[src/rtl/tmr_pkg.sv]
package tmr_pkg;
  localparam int unsigned NUM_DOWN = 3;
  localparam int unsigned BUS_W    = 32;
  localparam int unsigned ADDR_W   = 8;
  localparam int unsigned WIDE_W   = 40;

  localparam int unsigned CTRL_EN_BIT   = 7;
  localparam int unsigned CTRL_PER_BIT  = 6;
  localparam int unsigned CTRL_FAST_BIT = 3;
  localparam int unsigned WIDE_EN_BIT   = 8;

  localparam logic [ADDR_W-1:0] WIDE_LO_ADDR = 8'h60;
  localparam logic [ADDR_W-1:0] WIDE_HI_ADDR = 8'h64;

  typedef enum logic [1:0] {
    REG_LOAD  = 2'd0,
    REG_COUNT = 2'd1,
    REG_MODE  = 2'd2,
    REG_CLEAR = 2'd3
  } reg_sel_e;

  typedef struct packed {
    logic en;
    logic periodic;
    logic fast_sel;
  } mode_t;

  function automatic int unsigned down_width(input int unsigned idx);
    return (idx == 2) ? 32 : 16;
  endfunction

  function automatic logic [ADDR_W-1:0] down_base(input int unsigned idx);
    case (idx)
      0:       return 8'h00;
      1:       return 8'h20;
      default: return 8'h80;
    endcase
  endfunction

  function automatic logic [BUS_W-1:0] mode_word(input mode_t m);
    logic [BUS_W-1:0] w;
    w = '0;
    w[CTRL_EN_BIT]   = m.en;
    w[CTRL_PER_BIT]  = m.periodic;
    w[CTRL_FAST_BIT] = m.fast_sel;
    return w;
  endfunction
endpackage

[src/rtl/tmr_down_ctr.sv]
module tmr_down_ctr
  import tmr_pkg::*;
#(
  parameter int unsigned CNT_W = 16
) (
  input  logic             clk_i,
  input  logic             rst_ni,
  input  logic             fast_tick_i,
  input  logic             slow_tick_i,
  input  logic             load_we_i,
  input  logic             mode_we_i,
  input  logic             clr_we_i,
  input  logic [CNT_W-1:0] load_wdata_i,
  input  mode_t            mode_wdata_i,
  output logic [CNT_W-1:0] load_o,
  output logic [CNT_W-1:0] cnt_o,
  output mode_t            mode_o,
  output logic             irq_o
);
  logic [CNT_W-1:0] load_q, cnt_q, cnt_d;
  mode_t            mode_q;
  logic             irq_q, irq_d;
  logic             tick, underflow;

  assign tick      = mode_q.en & (mode_q.fast_sel ? fast_tick_i : slow_tick_i);
  assign underflow = tick & (cnt_q == '0) & ~load_we_i;

  always_comb begin
    cnt_d = cnt_q;
    if (load_we_i)             cnt_d = load_wdata_i;
    else if (tick) begin
      if (cnt_q == '0)         cnt_d = mode_q.periodic ? load_q : '1;
      else                     cnt_d = cnt_q - 1'b1;
    end
  end

  // set beats clear when both land in one cycle
  assign irq_d = (irq_q & ~clr_we_i) | underflow;

  always_ff @(posedge clk_i or negedge rst_ni) begin
    if (!rst_ni) begin
      load_q <= '0;
      cnt_q  <= '0;
      mode_q <= '0;
      irq_q  <= 1'b0;
    end else begin
      if (load_we_i) load_q <= load_wdata_i;
      if (mode_we_i) mode_q <= mode_wdata_i;
      cnt_q <= cnt_d;
      irq_q <= irq_d;
    end
  end

  assign load_o = load_q;
  assign cnt_o  = cnt_q;
  assign mode_o = mode_q;
  assign irq_o  = irq_q;

  p_irq_sticky_r7: assert property (@(posedge clk_i) disable iff (!rst_ni)
    irq_q && !clr_we_i |=> irq_q);

  p_hold_disabled_r4: assert property (@(posedge clk_i) disable iff (!rst_ni)
    !mode_q.en && !load_we_i |=> $stable(cnt_q));

  p_no_irq_disabled_r4: assert property (@(posedge clk_i) disable iff (!rst_ni)
    !mode_q.en && !irq_q |=> !irq_q);

  p_load_copy_r2: assert property (@(posedge clk_i) disable iff (!rst_ni)
    load_we_i |=> cnt_q == $past(load_wdata_i));

  p_reload_r5: assert property (@(posedge clk_i) disable iff (!rst_ni)
    mode_q.en && mode_q.periodic && mode_q.fast_sel && fast_tick_i &&
    cnt_q == '0 && !load_we_i |=> cnt_q == $past(load_q) && irq_q);

  p_wrap_r6: assert property (@(posedge clk_i) disable iff (!rst_ni)
    mode_q.en && !mode_q.periodic && !mode_q.fast_sel && slow_tick_i &&
    cnt_q == '0 && !load_we_i |=> cnt_q == '1 && irq_q);
endmodule

[src/rtl/tmr_wide_ctr.sv]
module tmr_wide_ctr #(
  parameter int unsigned CNT_W = 40
) (
  input  logic             clk_i,
  input  logic             rst_ni,
  input  logic             tick_i,
  input  logic             en_we_i,
  input  logic             en_wdata_i,
  output logic [CNT_W-1:0] cnt_o,
  output logic             en_o
);
  logic [CNT_W-1:0] cnt_q;
  logic             en_q;

  always_ff @(posedge clk_i or negedge rst_ni) begin
    if (!rst_ni) begin
      cnt_q <= '0;
      en_q  <= 1'b0;
    end else begin
      if (en_we_i)        en_q  <= en_wdata_i;
      if (en_q && tick_i) cnt_q <= cnt_q + 1'b1;
    end
  end

  assign cnt_o = cnt_q;
  assign en_o  = en_q;

  p_wide_step_r9: assert property (@(posedge clk_i) disable iff (!rst_ni)
    en_q && tick_i |=> cnt_q == $past(cnt_q) + {{(CNT_W-1){1'b0}}, 1'b1});

  p_wide_hold_r9: assert property (@(posedge clk_i) disable iff (!rst_ni)
    !(en_q && tick_i) |=> $stable(cnt_q));

  p_wide_en_r10: assert property (@(posedge clk_i) disable iff (!rst_ni)
    en_we_i |=> en_q == $past(en_wdata_i));
endmodule

[src/rtl/tmr_bank.sv]
module tmr_bank
  import tmr_pkg::*;
(
  input  logic                clk_i,
  input  logic                rst_ni,
  input  logic                fast_tick_i,
  input  logic                slow_tick_i,
  input  logic                wide_tick_i,
  input  logic [ADDR_W-1:0]   addr_i,
  input  logic                wr_i,
  input  logic [BUS_W-1:0]    wdata_i,
  output logic [BUS_W-1:0]    rdata_o,
  output logic [NUM_DOWN-1:0] irq_o
);
  localparam int unsigned HI_W = WIDE_W - BUS_W;

  logic [NUM_DOWN-1:0] hit;
  logic [BUS_W-1:0]    load_rd [NUM_DOWN];
  logic [BUS_W-1:0]    cnt_rd  [NUM_DOWN];
  logic [BUS_W-1:0]    mode_rd [NUM_DOWN];
  reg_sel_e            rsel;
  mode_t               mode_wdata;

  assign rsel       = reg_sel_e'(addr_i[3:2]);
  assign mode_wdata = '{en:       wdata_i[CTRL_EN_BIT],
                        periodic: wdata_i[CTRL_PER_BIT],
                        fast_sel: wdata_i[CTRL_FAST_BIT]};

  for (genvar gi = 0; gi < NUM_DOWN; gi++) begin : g_down
    localparam int unsigned     W    = down_width(gi);
    localparam logic [ADDR_W-1:0] BASE = down_base(gi);
    logic [W-1:0] load_w, cnt_w;
    mode_t        mode_w;
    logic         irq_w;

    assign hit[gi] = (addr_i[7:4] == BASE[7:4]) && (addr_i[1:0] == 2'b00);

    tmr_down_ctr #(.CNT_W(W)) u_ctr (
      .clk_i        (clk_i),
      .rst_ni       (rst_ni),
      .fast_tick_i  (fast_tick_i),
      .slow_tick_i  (slow_tick_i),
      .load_we_i    (wr_i && hit[gi] && rsel == REG_LOAD),
      .mode_we_i    (wr_i && hit[gi] && rsel == REG_MODE),
      .clr_we_i     (wr_i && hit[gi] && rsel == REG_CLEAR),
      .load_wdata_i (wdata_i[W-1:0]),
      .mode_wdata_i (mode_wdata),
      .load_o       (load_w),
      .cnt_o        (cnt_w),
      .mode_o       (mode_w),
      .irq_o        (irq_w)
    );

    assign load_rd[gi] = 32'(load_w);
    assign cnt_rd[gi]  = 32'(cnt_w);
    assign mode_rd[gi] = mode_word(mode_w);
    assign irq_o[gi]   = irq_w;
  end

  logic [WIDE_W-1:0] wide_cnt;
  logic              wide_en;

  tmr_wide_ctr #(.CNT_W(WIDE_W)) u_wide (
    .clk_i      (clk_i),
    .rst_ni     (rst_ni),
    .tick_i     (wide_tick_i),
    .en_we_i    (wr_i && addr_i == WIDE_HI_ADDR),
    .en_wdata_i (wdata_i[WIDE_EN_BIT]),
    .cnt_o      (wide_cnt),
    .en_o       (wide_en)
  );

  always_comb begin
    rdata_o = '0;
    for (int i = 0; i < NUM_DOWN; i++) begin
      if (hit[i]) begin
        case (rsel)
          REG_LOAD:  rdata_o = load_rd[i];
          REG_COUNT: rdata_o = cnt_rd[i];
          REG_MODE:  rdata_o = mode_rd[i];
          default:   rdata_o = '0;
        endcase
      end
    end
    if (addr_i == WIDE_LO_ADDR) rdata_o = wide_cnt[BUS_W-1:0];
    if (addr_i == WIDE_HI_ADDR) begin
      rdata_o[HI_W-1:0]    = wide_cnt[WIDE_W-1:BUS_W];
      rdata_o[WIDE_EN_BIT] = wide_en;
    end
  end

  p_one_hit_r8: assert property (@(posedge clk_i) disable iff (!rst_ni)
    $onehot0(hit));
endmodule

[config.mk]
export PLATFORM = sky130hd
export DESIGN_NAME = tmr_bank
export DESIGN_NICKNAME = d
export VERILOG_FILES = /design/src/rtl/tmr_pkg.sv /design/src/rtl/tmr_down_ctr.sv /design/src/rtl/tmr_wide_ctr.sv /design/src/rtl/tmr_bank.sv
export SDC_FILE = /design/constraint.sdc
export NUM_CORES = 1
export LEC_CHECK = 0
export ABC_AREA = 1
export BUFFER_PORTS_ARGS = -buffer_cell sky130_fd_sc_hd__buf_2
export CAP_MARGIN = 10
export CELL_PAD_IN_SITES_DETAIL_PLACEMENT = 0
export CELL_PAD_IN_SITES_GLOBAL_PLACEMENT = 1
export CORE_MARGIN = 2
export CORE_UTILIZATION = 33
export DETAILED_ROUTE_END_ITERATION = 10
export PLACE_DENSITY_LB_ADDON = 0.05
export SYNTH_ARGS = -nofsm -noshare
export SYNTH_HDL_FRONTEND = slang
export SYNTH_SLANG_ARGS = --single-unit
[constraint.sdc]
create_clock -name clk_i -period 3.3 [get_ports clk_i]
set_input_delay 0.33 -clock clk_i [delete_from_list [all_inputs] [get_ports clk_i]]
set_output_delay 0.33 -clock clk_i [all_outputs]
set_load 0.005 [all_outputs]
## After elaboration in Yosys (flattened, before gate mapping)

Index checks and enable logic that the tools add are counted.
W data, S select, Z words.

- Input bits: 46
- Register bits: 181
- Bits in writable memories: 0
- Memories kept: 0
- Memory bits (read-only): 0
- Latch bits: 0

- Order comparisons: 0
- Equality and inequality tests: 7
- Shift operators: 0
- Add/subtract/negate cells: 4
- Muxes and demuxes: 23
- $mul: 0
- Div/mod/pow operators: 0
- Reductions and logical operators: 26
- Bitwise gates (word level): 21

Operator list:

| kind | count |
|---|---|
| $mux W32 | 7 |
| $mux W16 | 9 |
| $pmux W16 S3 | 2 |
| $pmux W32 S3 | 1 |
| $add A40 B1 Y40 const B | 1 |
| $logic_not A16 Y1 | 2 |
| $logic_not A32 Y1 | 1 |
| $sub A16 B1 Y16 const B | 2 |
| $sub A32 B1 Y32 const B | 1 |
| $logic_and A1 B1 Y1 | 17 |
| $eq A8 B7 Y1 const B | 2 |
| $and A1 B1 Y1 | 12 |
| $mux W9 | 1 |
| $not A1 Y1 | 6 |
| $reduce_bool A2 Y1 | 3 |
| $eq A2 B2 Y1 const B | 2 |
| $eq A4 B2 Y1 const B | 1 |
| $eq A4 B4 Y1 const B | 1 |
| $logic_not A2 Y1 | 2 |
| $logic_not A4 Y1 | 1 |
| $mux W1 | 3 |
| $or A1 B1 Y1 | 3 |
| $eq A2 B1 Y1 const B | 1 |

## Logic depth before layout (Yosys ltp)

Gate-level depths: netlist (run 1).

- Depth after elaboration: 7
- Mapped depth: 14
- Depth with buffers taken out: 14

## By module

Synthesis (run 1) repeated with hierarchy kept, for this count alone.

- Cell total of the unflattened synthesis: 1,986
- Area, all modules: 13,386.6 sq um

Modules (own cells, without submodules):

| module | times used | seq. area each (sq um) | area an instance (sq um) | cells an instance |
|---|---|---|---|---|
| tmr_down_ctr at g_down[0].u_ctr ... | 2 | 900.9 | 2,426.1 | 322 |
| tmr_down_ctr at g_down[2].u_ctr | 1 | 1,701.6 | 4,256.6 | 629 |
| tmr_wide_ctr | 1 | 1,026.0 | 2,427.3 | 309 |
| tmr_bank | 1 | 0.0 | 1,850.5 | 404 |

## Worst setup path after synthesis (run 1)

OpenSTA, ideal clock, no wires.

- Path kind: in2out
- From: input port addr_i[2]
- To: output port rdata_o[0]
- Arrival: 1.442 ns
- Stages: 8
- Path buffers: 3
- Path slack: 1.528 ns
- Cells stage by stage: buf_2 -> inv_1 -> nand2_1 -> buf_2 -> clkbuf_1 -> o22ai_1 -> a21oi_1 -> o221ai_1

- Word-level cells in the longest chain between the ends: 7

Ends and longest elaborated chain:

| element | RTL line | source |
|---|---|---|
| start, declared | tmr_bank.sv:9 | `input logic [ADDR_W-1:0] addr_i,` |
| $eq A2 B2 Y1, or another cell as far along | tmr_bank.sv:77 | `case (rsel)` |
| $pmux W16 S3 | tmr_bank.sv:77 |  |
| $mux W16 | tmr_bank.sv:76 | `if (hit[i]) begin` |
| $mux W32 (2 in series) | tmr_bank.sv:76 |  |
| $mux W32 | tmr_bank.sv:85 | `if (addr_i == WIDE_LO_ADDR) rdata_o = wide_cnt[BUS_W-1:0];` |
| $mux W9 * | tmr_bank.sv:86 | `if (addr_i == WIDE_HI_ADDR) begin` |
| end, declared | tmr_bank.sv:12 | `output logic [BUS_W-1:0] rdata_o,` |

Every way passes the cells marked *; elsewhere a longest branch is shown, timed or not.

## Worst setup path in the final report (run 1)

- From: input port addr_i[3]
- To: output port rdata_o[4]

Same word-level chain as after synthesis.

==> impl_metrics.tcl, run 1 <==
set metrics [dict create \
    status "completed" \
    io_buffers 80 \
    syn_inst 1630 \
    max_freq_mhz 375 \
    switching_share 0.397 \
    area_growth_pct 13.1 \
    die_x_um 191 \
    internal-power_mw 4.67 \
    num_rows 68 \
    cts_buffer_depth 2 \
    h-tree-depth 4 \
    first_global_vias 11000 \
    ir_worst_vdd_mv 0.403 \
    numCtsBuffers 17 \
    hold_end "g_down[2].u_ctr.load_o[23]" \
    die_area_um2 36500 \
    hp-class "primary input to flip-flop" \
    finClkSkew_ns 0.0147 \
    maxCapViolCount 0 \
    fin_cells 2163 \
    final_layout_size_suffix_gt1_frac 0.105 \
    seq_power_share 0.401 \
    worstHoldPathCells 3 \
    min_from "wdata_i[23]" \
    path_class "primary input to output pin" \
    r2r-end "g_down[2].u_ctr.cnt_o[11]" \
    grt.total_usage 0.249 \
    worst_ep_required_time_ns 2.97 \
    wl_um 44200 \
    finalNetCount 1748 \
    cts_setup_buffers 0 \
    syn-mean-instance-area_um2 7.08 \
    vias 11200 \
    rsz0062_at_grt "no" \
    clk_latency_ns 0.47 \
    grt_antenna_before_repair 1 \
    post_drt_wl_per_cell_um 20.4 \
    slew_violations 0 \
    period_share 0.807 \
    fillers 3852 \
    gp_congestion 0.842 \
    relSlewSlack 0.471 \
    p_per_area_nw_per_um2 594 \
    ys_seq_area_frac 0.392 \
    dp_hpwl_um 33700 \
    clockPowerShare 0.287 \
    path_clk_slew_ns 0.07 \
    place_inst 2130 \
    core_um2 34500 \
    crit_path_end_kind "output pin" \
    cts.sinks 181 \
    r2r_slack_ns 0.91 \
    worst_ep_arrival_time_ns 2.33 \
    floorplan.initialDensity 0.334 \
    yosys_warnings 0 \
    rr_worst_depth 11 \
    grt_max_degree 86 \
    r2r-start "g_down[2].u_ctr.cnt_o[0]" \
    yosys_register_bits 181 \
    finalCriticalPeriod_ns 2.66 \
    async_flop_share 1.00 \
    p_comb_frac 0.312 \
    p_leak_nw 6.32 \
    grt-ovfl-total 0 \
    drt_iter0_markers 770 \
    final_antenna_net_count 0 \
    pin_count 81 \
    tns_ns 0 \
    switchingPower_mw 3.08 \
    synth-main-ff-cell "dfrtp_1" \
    drc 0 \
    synth-edff-count 0 \
    synth_area_um2 11500 \
    tightest_slew_ns 0.793 \
    synth_fp_nets 1683 \
    die_h_um 191 \
    synth.distinct_cells 41 \
    cts_tree "done" \
    viasPerCell 5.16 \
    cp_max_fo 32 \
    critPathLaunchType "primary input" \
    setup_viol 0 \
    finalHoldViolCount 0 \
    num_antenna_cells 0 \
    cts-root-buf "clkbuf_16" \
    firstDrtPassIters 5 \
    grt_first_pass_wirelength_um 68000 \
]
==> cell type report <==
| cell class | instances | area, um2 | share of cell area |
|---|---|---|---|
| multi-input cells | 1131 | 5770 | 0.442 |
| repair buffers | 103 | 597 | 0.0457 |
| well taps | 455 | 569 | 0.0436 |
| flip-flops and latches | 181 | 4530 | 0.347 |
| clock buffers | 21 | 480 | 0.0368 |
| clock inverters | 11 | 135 | 0.0103 |
| inverters | 261 | 980 | 0.0750 |
==> metrics by stage <==
step / setup slack (ns) / instance area [um2] / util / total power [mW] / hold slack, ns
2_1_floorplan: 1.53 / 11500 / - / 4.72 / 0.0344
3_3_place_gp: 0.650 / 12400 / 0.360 / 5.56 / 0.470
3_5_place_dp: 0.653 / 12400 / 0.360 / 5.54 / 0.468
4_1_cts: 0.649 / 13100 / 0.378 / 7.81 / 0.0878
5_1_grt: 0.503 / 13100 / 0.378 / 8.29 / 0.120
6_report: 0.637 / 13100 / 0.378 / 7.75 / 0.0971
==> synth_stat cells, types with 2 or more instances <==
| cell type | count | area share |
|---|---|---|
| a21oi_1 | 44 | 0.019 |
| xnor2_1 | 4 | 0.0030 |
| buf_1 | 4 | 0.0013 |
| nand2_1 | 373 | 0.12 |
| clkinv_1 | 2 | 0.00065 |
| nand3_2 | 4 | 0.0035 |
| nor2_2 | 5 | 0.0027 |
| nor2_1 | 167 | 0.054 |
| a31oi_1 | 2 | 0.0011 |
| buf_2 | 25 | 0.011 |
| o2111ai_1 | 5 | 0.0038 |
| inv_2 | 7 | 0.0023 |
| o21ai_0 | 133 | 0.058 |
| clkbuf_1 | 18 | 0.0059 |
| dfrtp_1 | 181 | 0.39 |
| o22ai_1 | 72 | 0.039 |
| o21bai_1 | 6 | 0.0039 |
| nand2_2 | 9 | 0.0049 |
| o21ai_1 | 7 | 0.0030 |
| nor3_2 | 3 | 0.0026 |
| o211ai_1 | 36 | 0.023 |
| nand3_1 | 99 | 0.043 |
| ha_1 | 7 | 0.0076 |
| nor3_1 | 33 | 0.014 |
| xor2_1 | 63 | 0.048 |
| nor2_4 | 9 | 0.0088 |
| o221ai_1 | 13 | 0.0099 |
| nor4_1 | 6 | 0.0033 |
| buf_4 | 10 | 0.0065 |
| o31ai_1 | 2 | 0.0013 |
| nand4_1 | 20 | 0.011 |
| inv_1 | 252 | 0.082 |
==> how the worst max path moves through the flow <==
stage	to	slack [ns]	start
finish	rdata_o[4]	0.64	addr_i[3]
global route	rdata_o[4]	0.50	addr_i[3]
CTS	rdata_o[4]	0.65	addr_i[3]
detailed placement	rdata_o[4]	0.65	addr_i[3]
global placement	rdata_o[4]	0.65	addr_i[3]
floorplan	rdata_o[0]	1.53	addr_i[2]
==> worst max-delay path, cell delays in order <==
cell	delay [ns]
buf_2	0.13
inv_1	0.12
nand2_2	0.28
buf_4	0.48
o22ai_1	0.19
nand2_1	0.10
nand2_1	0.10
a21oi_1	0.26
o221ai_1	0.18
buf_2	0.16
==> repair_timing <==
item,CTS,global route
hold endpoints to repair,48,0
resized for setup,0,0
hold buffers,1,0
==> cell usage in the layout, fill, tap and decap left out, drive strengths merged <==
master	n
clkinv	3
nor3b	2
o21ai	140
buf	101
a21oi	44
dlygate4sd3	1
o211ai	36
or2	1
nor2	181
inv	264
bufinv	2
o31ai	2
nand2	383
a31oi	2
nor4	6
dfrtp	181
o22ai	72
o2111ai	5
nand4	21
o21bai	6
clkbuf	22
nand3b	1
xnor2	4
nand3	104
a22o	1
xor2	63
ha	7
o221ai	13
nor3	37
clkinvlp	3
==> metal layers <==
layer | up-vias | part of all wire | track usage | wire (um)
met5 | - | 0.00027 | 0 | 12
met4 | 2 | 0.011 | 0.0476 | 506
met3 | 39 | 0.045 | 0.0441 | 2000
met2 | 222 | 0.44 | 0.380 | 19500
met1 | 5457 | 0.50 | 0.368 | 22200
li1 | 5444 | - | - | -
==> cells by family after synthesis <==
kind of cell,count (synthesis),synth area share
xor+xnor,67,0.0508
simple gates,736,0.277
buf+inv,318,0.109
compound gates,321,0.163
fa+ha+maj,7,0.00758
flops,181,0.392
==> registers in the layout (all words and copies together), names as in the netlist <==
name and flops:
g_down.u_ctr.cnt_o 64, g_down.u_ctr.irq_o 3, g_down.u_ctr.load_o 64, g_down.u_ctr.mode_o 9, u_wide.cnt_o 40, u_wide.en_o 1
==> power by group through the flow <==
stage	Clock, mW	Combinational (mW)	Sequential [mW]
2_1_floorplan	0	1.74	2.98
3_3_place_gp	0	2.41	3.15
3_5_place_dp	0	2.40	3.14
4_1_cts	2.28	2.42	3.11
5_1_grt	2.36	2.75	3.18
6_report	2.22	2.42	3.11
No activity file was read; power rests on OpenSTA's default activity.
==> run 2, diff against run 1 <==
==> constraint.sdc (replaced) <==
create_clock -name clk_i -period 2.2 [get_ports clk_i]
set_input_delay 0.22 -clock clk_i [delete_from_list [all_inputs] [get_ports clk_i]]
set_output_delay 0.22 -clock clk_i [all_outputs]
set_load 0.005 [all_outputs]
==> impl_metrics.tcl, run 2 (synthesized netlist as in run 1, its figures left out) <==
set metrics [dict create \
    crit_path_cell_trace "inv_1, o22ai_1, buf_4, nand2_1, nand2_1, a21oi_2, o221ai_1, buf_2" \
    hold_end "g_down[2].u_ctr.load_o[21]" \
    final_layout_size_suffix_gt1_frac 0.140 \
    drt_iter0_markers 899 \
    tightest_slew_ns 0.503 \
    num_rows 68 \
    rr_worst_depth 9 \
    cp_max_fo 4 \
    grt_max_degree 52 \
    layout_common_cells "nand2_1, inv_1, dfrtp_1" \
    clockPowerShare 0.270 \
    dp_slack_ns 0.0698 \
    fin_cells 2220 \
    relSlewSlack 0.662 \
    crit_path_end_kind "output pin" \
    dr_wl_met2_um 19500 \
    drc 0 \
    routedLengthMet1_um 22200 \
    cts-root-buf "clkbuf_16" \
    highest_layer "met4" \
    floorplan.initialDensity 0.334 \
    die_x_um 191 \
    path_clk_slew_ns 0.07 \
    critical_path.slowest_cell "dfrtp_1" \
    worst_ep_arrival_time_ns 1.91 \
    p_per_area_nw_per_um2 849 \
    switchingPower_mw 4.69 \
    max_stage_delay_ns 0.42 \
    post_drt_wl_per_cell_um 20.0 \
    setup_viol 0 \
    finalNetCount 1805 \
    r2r-start "u_wide.cnt_o[1]" \
    min_from "wdata_i[21]" \
    finalCriticalPeriod_ns 2.13 \
    rsz0062_at_grt "yes" \
    worst_ep_required_time_ns 1.98 \
    die_h_um 191 \
    gp_congestion 0.877 \
    viasPerCell 5.13 \
    first_global_vias 11200 \
    area_growth_pct 18.7 \
    grt.total_usage 0.251 \
    hp-class "primary input to flip-flop" \
    period_share 0.968 \
    h-tree-depth 4 \
    p_comb_frac 0.331 \
    path_class "flip-flop to output pin" \
    maxCapViolCount 0 \
    cts.sinks 181 \
    postLayoutCoreUtil 0.397 \
    vias 11400 \
    crit_top_cell "nand2_1" \
    internal-power_mw 6.95 \
    place_inst 2174 \
    dp_hpwl_um 34000 \
    finalHoldViolCount 0 \
    max_freq_mhz 469 \
    numCtsBuffers 17 \
    finalWorstSetupSlack_ns 0.0696 \
    ir_worst_vdd_mv 0.597 \
    wl_met3_um 2270 \
    pin_count 81 \
    startpoint "g_down[1].u_ctr.cnt_o[4]" \
    r2r-end "u_wide.cnt_o[32]" \
    core_um2 34500 \
    slew_violations 0 \
    num_antenna_cells 0 \
    clk_latency_ns 0.46 \
    finClkSkew_ns 0.0144 \
    switching_share 0.403 \
    critPathLaunchType "flip-flop" \
    status "completed" \
    cts_buffer_depth 2 \
    die_area_um2 36500 \
    wl_um 44400 \
    p_leak_nw 6.63 \
    r2r_slack_ns 0.20 \
    grt_first_pass_wirelength_um 68400 \
    final_common_cell "nand2_1" \
    grt-ovfl-total 0 \
    worstHoldPathCells 3 \
    finalPower_mw 11.6 \
    io_buffers 80 \
    final_antenna_net_count 0 \
    grt_antenna_before_repair 1 \
    cts_tree "done" \
    seq_power_share 0.400 \
    firstDrtPassIters 5 \
]
[run 2: changes by cell type in the layout (fill, tap and decap cells not counted), moves of 3 or more]
cell,change
buf_4,+32
buf_12,+13
dlygate4sd3_1,+12
a21oi_1,-9
inv_1,-9
inv_2,+8
a21oi_2,+6
a21oi_4,+3
clkbuf_8,-3
o21ai_0,-3
[run 2: what timing repair did]
item | 4_1_cts | 5_1_grt
buffers inserted | 0 | 1
endpoints found under the hold margin | 53 | 0
hold buffers | 13 | 0
endpoints found under the setup margin | 8 | 15
resized for setup | 10 | 20
[run 2: per-layer routing]
metal,GRT usage,vias up
met1,0.374,5542
li1,-,5542
met4,0.0491,0
met3,0.0430,29
met2,0.379,275
met5,0,-
[run 2: worst max-delay path, delay by kind of cell (launching register included)]
family | cells | cell delay (ns)
AND/OR/NAND/NOR | 2 | 0.17
flip-flops | 1 | 0.42
buffers and inverters | 3 | 0.43
AO/OA/AOI/OAI | 3 | 0.43
[run 2: worst max path at each step]
| stage | endpoint | slack (ns) | cells past startpoint |
|---|---|---|---|
| floorplan | g_down[0].u_ctr.cnt_o[12] | 0.49 | 8 |
| global placement | rdata_o[11] | 0.11 | 9 |
| detailed placement | rdata_o[4] | 0.07 | 12 |
| CTS | rdata_o[2] | 0.02 | 8 |
| global route | rdata_o[6] | -0.03 | 7 |
| finish | rdata_o[4] | 0.07 | 8 |
[run 2: per-stage QoR]
| step | TNS [ns] | hold WS, ns | cell area [um2] |
|---|---|---|---|
| detailed placement | 0 | 0.218 | 12900 |
| floorplan | 0 | -0.0756 | 11500 |
| global route | -0.0337 | 0.0282 | 13700 |
| global placement | 0 | 0.213 | 12900 |
| finish | 0 | 0.0196 | 13700 |
| CTS | 0 | 0.0126 | 13700 |
[run 2: area by class of cell]
cell class / count / area [um2]
Tap cell: 455 / 569
Clock buffer: 19 / 443
Multi-Input combinational cell: 1131 / 5840
Inverter: 261 / 983
Timing Repair Buffer: 160 / 1220
Fill cell: 3801 / 20800
Clock inverter: 13 / 124
Sequential cell: 181 / 4530
[run 2: power groups by stage]
| stage | Combinational, mW | Sequential [mW] | Clock (mW) |
|---|---|---|---|
| 3_5_place_dp | 3.76 | 4.70 | 0 |
| 6_report | 3.85 | 4.65 | 3.14 |
| 2_1_floorplan | 2.61 | 4.47 | 0 |
| 4_1_cts | 3.81 | 4.64 | 3.22 |
| 3_3_place_gp | 3.77 | 4.70 | 0 |
| 5_1_grt | 4.37 | 4.76 | 3.34 |
